$ cat src/rtl/tc8_pkg.sv
package tc8_pkg;

  typedef enum logic [1:0] {
    MODE_FREE = 2'd0,
    MODE_PWM  = 2'd1,
    MODE_CTC  = 2'd2,
    MODE_ALT  = 2'd3
  } tc_mode_e;

  typedef enum logic [2:0] {
    CS_STOP     = 3'd0,
    CS_DIV1     = 3'd1,
    CS_DIV8     = 3'd2,
    CS_DIV64    = 3'd3,
    CS_DIV256   = 3'd4,
    CS_DIV1024  = 3'd5,
    CS_PIN_FALL = 3'd6,
    CS_PIN_RISE = 3'd7
  } clk_sel_e;

  localparam int unsigned NUM_TAPS = 5;
  localparam int unsigned FLAG_OVF = 0;
  localparam int unsigned FLAG_CMP = 1;
  localparam int unsigned NUM_FLAGS = 2;

  // log2 of the division ratio for each prescaler tap
  function automatic int unsigned tap_shift(input int unsigned idx);
    case (idx)
      0:       return 0;
      1:       return 3;
      2:       return 6;
      3:       return 8;
      default: return 10;
    endcase
  endfunction

endpackage

$ cat src/rtl/tc8_prescale.sv
module tc8_prescale
  import tc8_pkg::*;
#(
  parameter int unsigned PRE_W = 10
) (
  input  logic                clk,
  input  logic                rst_n,
  input  logic                run_en,
  output logic [NUM_TAPS-1:0] tap_tick
);

  logic [PRE_W-1:0] pre_q;
  logic [PRE_W-1:0] pre_d;

  always_comb begin
    pre_d = pre_q + PRE_W'(1);
  end

  always_ff @(posedge clk or negedge rst_n) begin
    if (!rst_n) begin
      pre_q <= '0;
    end else if (run_en) begin
      pre_q <= pre_d;
    end
  end

  for (genvar i = 0; i < NUM_TAPS; i++) begin : g_tap
    localparam int unsigned SH = tap_shift(i);
    if (SH == 0) begin : g_direct
      assign tap_tick[i] = run_en;
    end else begin : g_divided
      assign tap_tick[i] = run_en & (&pre_q[SH-1:0]);
    end
  end

endmodule

$ cat src/rtl/tc8_pin_edge.sv
module tc8_pin_edge #(
  parameter int unsigned SYNC_STAGES = 2
) (
  input  logic clk,
  input  logic rst_n,
  input  logic pin_i,
  output logic rise_o,
  output logic fall_o
);

  logic [SYNC_STAGES-1:0] sync_q;
  logic [SYNC_STAGES-1:0] sync_d;
  logic                   last_q;
  logic                   level;

  assign level = sync_q[SYNC_STAGES-1];

  always_comb begin
    sync_d[0] = pin_i;
    for (int i = 1; i < SYNC_STAGES; i++) begin
      sync_d[i] = sync_q[i-1];
    end
  end

  always_ff @(posedge clk or negedge rst_n) begin
    if (!rst_n) begin
      sync_q <= '0;
      last_q <= 1'b0;
    end else begin
      sync_q <= sync_d;
      last_q <= level;
    end
  end

  assign rise_o = level & ~last_q;
  assign fall_o = ~level & last_q;

endmodule

$ cat src/rtl/tc8_flags.sv
module tc8_flags #(
  parameter int unsigned N = 2
) (
  input  logic         clk,
  input  logic         rst_n,
  input  logic [N-1:0] set_i,
  input  logic [N-1:0] clr_i,
  input  logic [N-1:0] mask_i,
  output logic [N-1:0] flag_o,
  output logic [N-1:0] irq_o
);

  logic [N-1:0] flag_q;
  logic [N-1:0] flag_d;
  logic         flag_en;

  always_comb begin
    flag_en = |(set_i | clr_i);
    flag_d  = (flag_q & ~clr_i) | set_i;
  end

  always_ff @(posedge clk or negedge rst_n) begin
    if (!rst_n) begin
      flag_q <= '0;
    end else if (flag_en) begin
      flag_q <= flag_d;
    end
  end

  assign flag_o = flag_q;
  assign irq_o  = flag_q & mask_i;

endmodule

$ cat src/rtl/tc8_count_core.sv
module tc8_count_core
  import tc8_pkg::*;
#(
  parameter int unsigned CNT_W = 8
) (
  input  logic             clk,
  input  logic             rst_n,
  input  logic             tick_i,
  input  tc_mode_e         mode_i,
  input  logic             cnt_wr_i,
  input  logic [CNT_W-1:0] cnt_wdata_i,
  input  logic             cmp_wr_i,
  input  logic [CNT_W-1:0] cmp_wdata_i,
  output logic [CNT_W-1:0] cnt_o,
  output logic [CNT_W-1:0] cmp_o,
  output logic             wave_o,
  output logic             ovf_evt_o,
  output logic             cmp_evt_o
);

  localparam logic [CNT_W-1:0] TOPV = {CNT_W{1'b1}};
  localparam logic [CNT_W-1:0] ONE  = CNT_W'(1);

  logic [CNT_W-1:0] cnt_q, cnt_d;
  logic [CNT_W-1:0] buf_q, buf_d;
  logic [CNT_W-1:0] act_q, act_d;
  logic             down_q, down_d;
  logic             blk_q, blk_d;
  logic             wave_q, wave_d;

  logic             at_top, at_bot, pwm, ctc;
  logic             down_eff, take, hit;
  logic             cnt_en, buf_en, act_en;

  always_comb begin
    at_top   = (cnt_q == TOPV);
    at_bot   = (cnt_q == '0);
    pwm      = (mode_i == MODE_PWM);
    ctc      = (mode_i == MODE_CTC);
    down_eff = at_top ? 1'b1 : (at_bot ? 1'b0 : down_q);
    take     = tick_i & ~cnt_wr_i;
    hit      = take & ~blk_q & (cnt_q == act_q);
  end

  assign ovf_evt_o = take & (pwm ? at_bot : at_top);
  assign cmp_evt_o = hit;

  // next-state
  always_comb begin
    cnt_d  = cnt_q;
    down_d = down_q;
    blk_d  = blk_q;
    wave_d = wave_q;
    buf_d  = cmp_wr_i ? cmp_wdata_i : buf_q;
    act_d  = act_q;

    if (!pwm) begin
      act_d = buf_d;
    end else if (take && at_top) begin
      act_d = buf_q;
    end

    if (cnt_wr_i) begin
      cnt_d = cnt_wdata_i;
      blk_d = 1'b1;
    end else if (tick_i) begin
      blk_d = 1'b0;
      if (pwm) begin
        cnt_d  = down_eff ? (cnt_q - ONE) : (cnt_q + ONE);
        down_d = down_eff;
        if (hit) begin
          wave_d = down_eff;
        end
      end else if (ctc) begin
        cnt_d = hit ? '0 : (cnt_q + ONE);
        if (hit) begin
          wave_d = ~wave_q;
        end
      end else begin
        cnt_d = cnt_q + ONE;
      end
    end
  end

  // clock enables
  always_comb begin
    cnt_en = cnt_wr_i | tick_i;
    buf_en = cmp_wr_i;
    act_en = ~pwm | (take & at_top);
  end

  always_ff @(posedge clk or negedge rst_n) begin
    if (!rst_n) begin
      cnt_q  <= '0;
      down_q <= 1'b0;
      blk_q  <= 1'b0;
      wave_q <= 1'b0;
    end else if (cnt_en) begin
      cnt_q  <= cnt_d;
      down_q <= down_d;
      blk_q  <= blk_d;
      wave_q <= wave_d;
    end
  end

  always_ff @(posedge clk or negedge rst_n) begin
    if (!rst_n) begin
      buf_q <= '0;
    end else if (buf_en) begin
      buf_q <= buf_d;
    end
  end

  always_ff @(posedge clk or negedge rst_n) begin
    if (!rst_n) begin
      act_q <= '0;
    end else if (act_en) begin
      act_q <= act_d;
    end
  end

  assign cnt_o  = cnt_q;
  assign cmp_o  = buf_q;
  assign wave_o = wave_q;

endmodule

$ cat src/rtl/tc8_unit.sv
module tc8_unit
  import tc8_pkg::*;
#(
  parameter int unsigned CNT_W       = 8,
  parameter int unsigned PRE_W       = 10,
  parameter int unsigned SYNC_STAGES = 2
) (
  input  logic                 clk,
  input  logic                 rst_n,
  input  logic [2:0]           clk_sel,
  input  logic [1:0]           mode,
  input  logic                 ext_pin,
  input  logic                 cnt_wr,
  input  logic [CNT_W-1:0]     cnt_wdata,
  input  logic                 cmp_wr,
  input  logic [CNT_W-1:0]     cmp_wdata,
  input  logic [NUM_FLAGS-1:0] flag_clr,
  input  logic [NUM_FLAGS-1:0] irq_mask,
  output logic [CNT_W-1:0]     cnt_q,
  output logic [CNT_W-1:0]     cmp_q,
  output logic [NUM_FLAGS-1:0] flags,
  output logic [NUM_FLAGS-1:0] irq,
  output logic                 wave_out
);

  logic [1:0]          rs_q;
  logic                rst_sn;
  logic [NUM_TAPS-1:0] taps;
  logic                pin_rise, pin_fall;
  logic                pre_run, tick;
  logic                ovf_evt, cmp_evt;
  logic [NUM_FLAGS-1:0] set_vec;
  clk_sel_e            sel;

  // reset: asserted asynchronously, released on the clock
  always_ff @(posedge clk or negedge rst_n) begin
    if (!rst_n) begin
      rs_q <= 2'b00;
    end else begin
      rs_q <= {rs_q[0], 1'b1};
    end
  end
  assign rst_sn = rs_q[1];

  assign sel     = clk_sel_e'(clk_sel);
  assign pre_run = (clk_sel >= 3'd1) && (clk_sel <= 3'(NUM_TAPS));

  tc8_prescale #(.PRE_W(PRE_W)) u_pre (
    .clk      (clk),
    .rst_n    (rst_sn),
    .run_en   (pre_run),
    .tap_tick (taps)
  );

  tc8_pin_edge #(.SYNC_STAGES(SYNC_STAGES)) u_pin (
    .clk    (clk),
    .rst_n  (rst_sn),
    .pin_i  (ext_pin),
    .rise_o (pin_rise),
    .fall_o (pin_fall)
  );

  always_comb begin
    case (sel)
      CS_DIV1:     tick = taps[0];
      CS_DIV8:     tick = taps[1];
      CS_DIV64:    tick = taps[2];
      CS_DIV256:   tick = taps[3];
      CS_DIV1024:  tick = taps[4];
      CS_PIN_FALL: tick = pin_fall;
      CS_PIN_RISE: tick = pin_rise;
      default:     tick = 1'b0;
    endcase
  end

  tc8_count_core #(.CNT_W(CNT_W)) u_core (
    .clk         (clk),
    .rst_n       (rst_sn),
    .tick_i      (tick),
    .mode_i      (tc_mode_e'(mode)),
    .cnt_wr_i    (cnt_wr),
    .cnt_wdata_i (cnt_wdata),
    .cmp_wr_i    (cmp_wr),
    .cmp_wdata_i (cmp_wdata),
    .cnt_o       (cnt_q),
    .cmp_o       (cmp_q),
    .wave_o      (wave_out),
    .ovf_evt_o   (ovf_evt),
    .cmp_evt_o   (cmp_evt)
  );

  always_comb begin
    set_vec           = '0;
    set_vec[FLAG_OVF] = ovf_evt;
    set_vec[FLAG_CMP] = cmp_evt;
  end

  tc8_flags #(.N(NUM_FLAGS)) u_flags (
    .clk    (clk),
    .rst_n  (rst_sn),
    .set_i  (set_vec),
    .clr_i  (flag_clr),
    .mask_i (irq_mask),
    .flag_o (flags),
    .irq_o  (irq)
  );

endmodule

$ cat config.mk
export PLATFORM = sky130hd
export DESIGN_NAME = tc8_unit
export DESIGN_NICKNAME = d
export VERILOG_FILES = /design/src/rtl/tc8_pkg.sv /design/src/rtl/tc8_prescale.sv /design/src/rtl/tc8_pin_edge.sv /design/src/rtl/tc8_flags.sv /design/src/rtl/tc8_count_core.sv /design/src/rtl/tc8_unit.sv
export SDC_FILE = /design/constraint.sdc
export NUM_CORES = 1
export LEC_CHECK = 0
export BUFFER_PORTS_ARGS = -buffer_cell sky130_fd_sc_hd__clkbuf_2
export CAP_MARGIN = 15
export CORE_AREA = 2 2 84 86
export CTS_CLUSTER_DIAMETER = 40
export DETAILED_ROUTE_END_ITERATION = 8
export DIE_AREA = 0 0 86 88
export PLACE_DENSITY = 0.61
export SYNTH_ARGS = -nofsm -noshare
export SYNTH_HDL_FRONTEND = slang
export SYNTH_SLANG_ARGS = --single-unit
$ cat constraint.sdc
create_clock -name clk -period 1.6 [get_ports clk]
set_clock_uncertainty 0.2 [all_clocks]
set_input_delay 0.08 -clock clk [delete_from_list [all_inputs] [get_ports clk]]
set_output_delay 0.08 -clock clk [all_outputs]
set_load 0.01 [all_outputs]
# Word level (Yosys, flattened, before mapping)
# Index checks and enable logic that the tools add are counted.
# word_totals
out_inout_bits	21
reg_bits	44
wordCells	87
inputBits	30
# classes
muxes	19
eq_ne	14
bitwise	24
add_sub_neg	3
reduce_logical	14
order_cmp	2
# op_table
cell	count
$mux W8	9
$eq A3 B3 Y1 const B	4
$reduce_and A6 Y1	2
$and A1 B1 Y1	11
$add A10 B1 Y10 const B	1
$reduce_and A10 Y1	1
$mux W1	9
$add A8 B1 Y8 const B	1
$eq A8 B8 Y1	1
$eq A8 B8 Y1 const B	1
$logic_not A8 Y1	1
$reduce_and A8 Y1	1
$sub A8 B1 Y8 const B	1
$pmux W1 S7	1
$eq A3 B2 Y1 const B	2
$ne A2 B2 Y1 const B	3
$not A1 Y1	6
$and A2 B2 Y2	2
$or A2 B2 Y2	2
$reduce_and A2 Y1	2
$reduce_and A4 Y1	1
$reduce_bool A2 Y1	2
$eq A3 B1 Y1 const B	1
$ge A3 B1 Y1 const B	1
other kinds (8)	10

# Longest topological paths before layout
# Gate-level depths: netlist (run 1).
# logic_depth
depth_word	12
depth_mapped	9
depth_no_buf	8

# Modules after synthesis
# From an unflattened synthesis (run 1), not the netlist that was laid out.
# unflattened
hier_cells	230
hier_area_um2	2422.3
# by_module_without_submodules
module	cells_per_inst	n_inst	seq_area_each_um2	area_each_um2
tc8_count_core	167	1	675.6	1637.8
tc8_prescale	40	1	250.2	481.7
tc8_unit	10	1	50.0	127.6
tc8_pin_edge	5	1	75.1	90.1
tc8_flags	8	1	50.0	85.1

# Worst setup path after synthesis (run 1)
# OpenSTA, ideal clock, no wires.
# synth_path
kind	reg-to-reg
from	reg u_core.cnt_q[1] (netlist: u_core.cnt_o[1])
to	reg u_core.cnt_q[6] (netlist: u_core.cnt_o[6])
setup_time_ps	123
required_ps	1277
setup_slack_ps	-622
path_buffers	0
arrival_ps	1900
stages_incl_launch_ff	8
period_less_slack_ps	2222
cell_sequence	dfrtp_1 > ha_1 > and3_4 > and3_1 > mux2_2 > o22ai_1 > o21ai_1 > o221a_2
# synth_between
elab_chain_len	7
elab_cells_between_ends	14
classes_between	2 x add/sub; 2 x eq/ne; 8 x mux; 1 x bitwise; 1 x reduce/logical
# synth_lines
element	line_no	rtl
start, declared	tc8_count_core.sv:24	logic [CNT_W-1:0] cnt_q, cnt_d;
start signal, assigned	tc8_count_core.sv:99	cnt_q <= cnt_d;
parallel branches: the longest is 4 deep, another holds $add A8 B1 Y8	n/a	
$mux W8 *	tc8_count_core.sv:68	if (pwm) begin
$mux W8 *	tc8_count_core.sv:66	end else if (tick_i) begin
$mux W8 *	tc8_count_core.sv:63	if (cnt_wr_i) begin
# Mark *: on every way between the ends. The select of a mux whose other input is x is not followed.
# A chain may end at the register's enable or synchronous reset.

# Worst setup path after layout (run 1)
# layout_path
from	reg u_core.cnt_q[1] (netlist: u_core.cnt_o[1])
to	reg u_core.cnt_q[5] (netlist: u_core.cnt_o[5])
# Same word-level chain as after synthesis.

==> qor.txt, run 1 <==
crit path kind: reg2reg
gr usage total: 0.202
die width: 86 um
num rows: 30
share of layout cells above drive strength 1: 0.478
Internal: 0.00254 W
Sw Pwr: 0.00133 W
H-tree depth: 2
Max Clk Rate: 460 MHz
Min Hold Slack: -0.00147 ns
Synth Area per Inst: 9.97 um^2
vias per std cell: 5.12
logic gate share of total power: 0.434
period utilisation layout: 1.36
CTS root buffer: clkbuf_8
worst-skew pair later-pin latency: 0.30 ns
Starting Density: 0.395
Final WS setup: -0.575 ns
Core Footprint: 6640 um^2
run status: finished with violations
Post-synth top flop: dfrtp_1
register area share after synthesis: 0.420
Slew Viols, Final: 0
final setup TNS: -10.41 ns
Clock transition at path regs: 0.09 ns
CP Launch Point: u_core.cnt_o[1]
max_cap viols: 0
most common library cells after synthesis: dfrtp_1, nor2_1, xnor2_1
pre-CTS setup slack: -0.629 ns
1st-iter DRT viols: 115
WP data required: 1.58 ns
CP max-delay cell: dfrtp_2
Post-DRT Antenna Nets: 0
Area contributors post-synth: dfrtp_1, xnor2_1, mux2_2
Tmin final: 2.17 ns
DR DRC count: 0
Crit. End Element: flip-flop
die height: 88 um
Critical Path Max Stage Delay: 0.50 ns
CP top delay family: flip-flops
Post-synth EDFFs: 0
Max FO, Critical Path: 7
CTS buffer count: 5
switching share of power: 0.344
Syn Std Cell Area: 2620 um^2
Clock power frac: 0.181
final non-filler cell total: 486
nets: 441
most frequent cell after synthesis: dfrtp_1
WP buf/inv: 0
Post-Syn Instances: 263
Seq pwr share: 0.384
diodes inserted: 0
io pins: 51
crit-path most repeated cell: mux2i_1
DP Area: 3580 um^2
Startpoint Class: flip-flop
drt total wl: 7.49 mm
vias in the first global route: 2395
# port buffers: 50
final hold violations: 1
largest net degree at the start of global routing: 32
RD Place Congestion: 0.868
hold crit path type: reg2async
crit-path cells: ha_4 > and3_4 > and2_4 > o21ai_4 > mux2i_1 > mux2i_1 > o21ai_1
number of placed instances, taps included: 451
Synth Register Bits: 44
post-synth cell types: 62
antenna violations before repair: 0
clock tree sinks: 44
DIE AREA: 7570 um^2
Max VDD drop: 671 uV
Power Density: 932 nW/um^2
LEAKAGE: 1.84 nW
syn_nets: 299
violated checks: hold timing, setup timing
maximum clock path buffer count: 2
Warnings, synthesis: 0
cell taking the most area after synthesis: dfrtp_1
Wirelength per Cell: 15.4 um
Critical Path AT: 2.16 ns
Final setup viols: 21
Yosys top cell area share: 0.420
unrepaired setup endpoints after global routing: true
vias post-DR: 2490
Final Cell Area: 4160 um^2
drt first pass iters: 4
GRT overflow: 0
CTS tree: built
first-pass GRT wire length: 11.7 mm
RR Startpoint: u_core.cnt_o[1]
Async SR Flop Fraction: 1.00
Post-DP HPWL: 5.45 mm
synthesis-to-finish area growth: 58.5%
## area by class of cell
cell class                      instances  area [um^2]
Multi-Input combinational cell        193         1700
Clock inverter                          2         12.5
Sequential cell                        44         1110
Clock buffer                            6         72.6
Tap cell                               80          100
Fill cell                             553         2490
Inverter                               12         47.5
Timing Repair Buffer                  149         1110
## registers in the layout, indices dropped and copies added (netlist names)
signal	cells
u_core.cmp_o	8
u_pin.last_q	1
u_pin.sync_q	2
u_flags.flag_o	2
u_core.wave_o	1
u_core.act_q	8
u_pre.pre_q	10
rs_q	2
u_core.cnt_o	8
u_core.down_q	1
u_core.blk_q	1
## path summary, 6_finish.rpt
path,endpoint,slack [ns],cells after the start
setup / recovery,u_core.cnt_o[5],-0.57,7
hold / removal,u_core.cnt_o[0],-0.001,0
setup reg to reg,u_core.cnt_o[5],-0.57,7
hold reg to reg,u_core.cnt_o[0],-0.001,0
max in group asynchronous,rs_q[1],0.65,3
min in group clk,u_core.cmp_o[5],0.02,2
## cells in the final DEF, fill, tap and decap left out, types with 4 or more instances in the layout
cell type / Yosys / routed
buf_4: 0 / 65
nand2_1: 15 / 14
mux2i_1: 12 / 11
buf_6: 2 / 11
nand3_1: 7 / 5
nor2_1: 23 / 20
xnor2_1: 22 / 19
mux2_2: 11 / 10
dlygate4sd3_1: 0 / 21
dfrtp_2: 0 / 5
inv_1: 11 / 10
a21oi_1: 16 / 13
ha_4: 0 / 4
nand4_1: 5 / 5
dfrtp_1: 44 / 39
clkbuf_8: 0 / 5
clkbuf_2: 0 / 50
## layer usage
metal / vias to the layer above / GRT usage / part of all wire
met5: - / 0 / 0
met1: 1212 / 0.253 / 0.44
li1: 1227 / - / -
met3: 4 / 0.0405 / 0.034
met2: 47 / 0.347 / 0.52
met4: 0 / 0.0678 / 0.011
## cells by family after synthesis
family / synth area share
AND/OR/NAND/NOR: 0.152
AO/OA/AOI/OAI: 0.170
flip-flops: 0.420
buffers and inverters: 0.0472
XOR/XNOR: 0.0835
multiplexers: 0.0973
adder cells (fa/ha/maj): 0.0286
other: 0.00143
## power groups by stage
stage	registers (W)	clock network, W	logic [W]
after CTS	0.00147	0.000731	0.00153
after floorplan	0.00147	0	0.000764
after global placement	0.00147	0	0.00135
final	0.00149	0.000702	0.00168
after detailed placement	0.00148	0	0.00137
after global routing	0.00152	0.000787	0.00182
## stage by stage
| stage | power (W) | utilization |
|---|---|---|
| CTS | 0.00374 | 0.605 |
| floorplan | 0.00224 | - |
| global route | 0.00413 | 0.626 |
| finish | 0.00387 | 0.626 |
| detailed placement | 0.00285 | 0.538 |
| global placement | 0.00281 | 0.538 |
## timing repair
item	CTS	global route
hold buffers	21	0
hold endpoints to repair	29	0
gates resized for setup	26	23
pin swaps	19	17
setup buffers	3	4
endpoints found under the setup margin	23	23
Power figures use the tool's default switching activity.
==> run 2, diff against run 1 <==
--- a/config.mk
+++ b/config.mk
@@ -11,7 +11,9 @@
 export CTS_CLUSTER_DIAMETER = 40
 export DETAILED_ROUTE_END_ITERATION = 8
 export DIE_AREA = 0 0 86 88
-export PLACE_DENSITY = 0.61
+export GPL_TIMING_DRIVEN = 0
+export PLACE_DENSITY = 0.65
+export REMOVE_ABC_BUFFERS = 1
 export SYNTH_ARGS = -nofsm -noshare
 export SYNTH_HDL_FRONTEND = slang
 export SYNTH_SLANG_ARGS = --single-unit
==> qor.txt, run 2 (synthesis gave the netlist of run 1 again) <==
run status: finished with violations
violated checks: hold timing, setup timing
unrepaired setup endpoints after global routing: true
post-layout util: 0.592
io pins: 51
GRT overflow: 0
synthesis-to-finish area growth: 50.1%
share of layout cells above drive strength 1: 0.451
Final WS setup: -0.701 ns
Startpoint Class: flip-flop
LEAKAGE: 1.73 nW
Post-DRT Antenna Nets: 0
# port buffers: 50
max reg flops: 10
Max FO, Critical Path: 8
antenna violations before repair: 0
max_cap viols: 0
CTS buffer count: 5
Max Clk Rate: 435 MHz
Layout fillers: 546
Slew @ Worst Pin: 0.610 ns
most frequent cells in the layout: clkbuf_2, buf_4, dfrtp_1, dlygate4sd3_1
diodes inserted: 0
RD Place Congestion: 0.860
die width: 86 um
area of the multi-input gates: 1680 um^2
Post-DP HPWL: 4.18 mm
worst slew margin relative to its limit: 0.592
first-pass GRT wire length: 10.5 mm
Storage cell area: 1110 um^2
Critical Path Max Stage Delay: 0.37 ns
R2R cell count: 9
worst-skew pair later-pin latency: 0.30 ns
gr usage total: 0.175
hold crit path type: reg2async
RR Startpoint: u_pre.pre_q[0]
final hold violations: 14
num rows: 30
CP max-delay cell: dfrtp_1
nets: 416
crit path kind: reg2reg
DR DRC count: 0
vias per std cell: 5.43
drt total wl: 7.84 mm
Final setup viols: 22
1st-iter DRT viols: 227
Max VDD drop: 454 uV
Clock transition at path regs: 0.09 ns
vias post-DR: 2505
worst r2r dst: u_core.act_q[3]
crit-path cells: ha_2 > ha_4 > nor2_4 > o32ai_4 > o21ai_4 > a211oi_4 > buf_12 > mux2i_2 > a21oi_1
Starting Density: 0.395
Wirelength per Cell: 17.0 um
clock tree sinks: 44
reg-to-reg slack, setup: -0.70 ns
final non-filler cell total: 461
Crit. End Element: flip-flop
commonest non-fill, non-tap cell in the layout: clkbuf_2
DIE AREA: 7570 um^2
Pwr Total: 0.00367 W
vias in the first global route: 2164
maximum clock path buffer count: 2
number of placed instances, taps included: 380
Slew Viols, Final: 0
Core Footprint: 6640 um^2
largest register by flop count: u_pre.pre_q
CTS tree: built
drt first pass iters: 4
CTS root buffer: clkbuf_8
H-tree depth: 2
WP data required: 1.57 ns
final setup TNS: -12.01 ns
period utilisation layout: 1.44
Critical Path AT: 2.28 ns
Tmin final: 2.30 ns
Power Density: 932 nW/um^2
die height: 88 um
Min Hold Slack: -0.0343 ns
largest net degree at the start of global routing: 33
## run 2: worst max path at each step
stage | start | to | slack (ns)
2_1_floorplan | u_core.cnt_o[0] | u_core.act_q[0] | -0.65
5_1_grt | u_pre.pre_q[0] | u_core.cnt_o[5] | -0.83
6_report | u_pre.pre_q[0] | u_core.act_q[3] | -0.70
3_3_place_gp | u_core.cnt_o[0] | u_core.act_q[3] | -0.95
4_1_cts | u_pre.pre_q[0] | u_core.wave_o | -0.69
3_5_place_dp | u_pre.pre_q[0] | u_core.act_q[3] | -0.98
## run 2: repair_timing
action                                  in CTS  in global routing
endpoints found under the setup margin      23                 37
hold buffers                                22                  0
setup buffers                               10                 41
gates resized for setup                     22                 39
hold endpoints to repair                    42                  0
pin swaps                                    7                 19
## run 2: metal layers
layer	vias to the layer above	track usage	share of wire
li1	1179	-	-
met1	1188	0.231	0.41
met2	112	0.303	0.50
met3	26	0.0236	0.064
met4	0	0.0491	0.032
met5	-	0	0
## run 2: power breakdown
group          internal, W  switching (W)  leakage (nW)  total [W]
Clock             0.000306       0.000386        0.0412   0.000692
Sequential         0.00129       0.000229         0.516    0.00152
Combinational     0.000779       0.000675          1.17    0.00145
## run 2: area by class of cell
| cell class | instances | share of cell area |
|---|---|---|
| clock buffers | 6 | 0.0184 |
| clock inverters | 2 | 0.00318 |
| well taps | 80 | 0.0254 |
| multi-input cells | 193 | 0.426 |
| repair buffers | 124 | 0.233 |
| flip-flops and latches | 44 | 0.283 |
| inverters | 12 | 0.0114 |
## run 2: metrics by stage
step / setup slack, ns / area (um^2)
5_1_grt: -0.826 / 3940
4_1_cts: -0.691 / 3410
3_3_place_gp: -0.945 / 2890
2_1_floorplan: -0.652 / 2540
3_5_place_dp: -0.976 / 2920
6_report: -0.701 / 3940
## run 2: critical path, delay by kind of cell (launching register included)
kind	cells	cell delay [ns]
adder cells (fa/ha/maj)	2	0.35
AND/OR/NAND/NOR	1	0.04
flip-flops	1	0.37
multiplexers	1	0.23
AO/OA/AOI/OAI	4	0.82
buffers and inverters	1	0.18
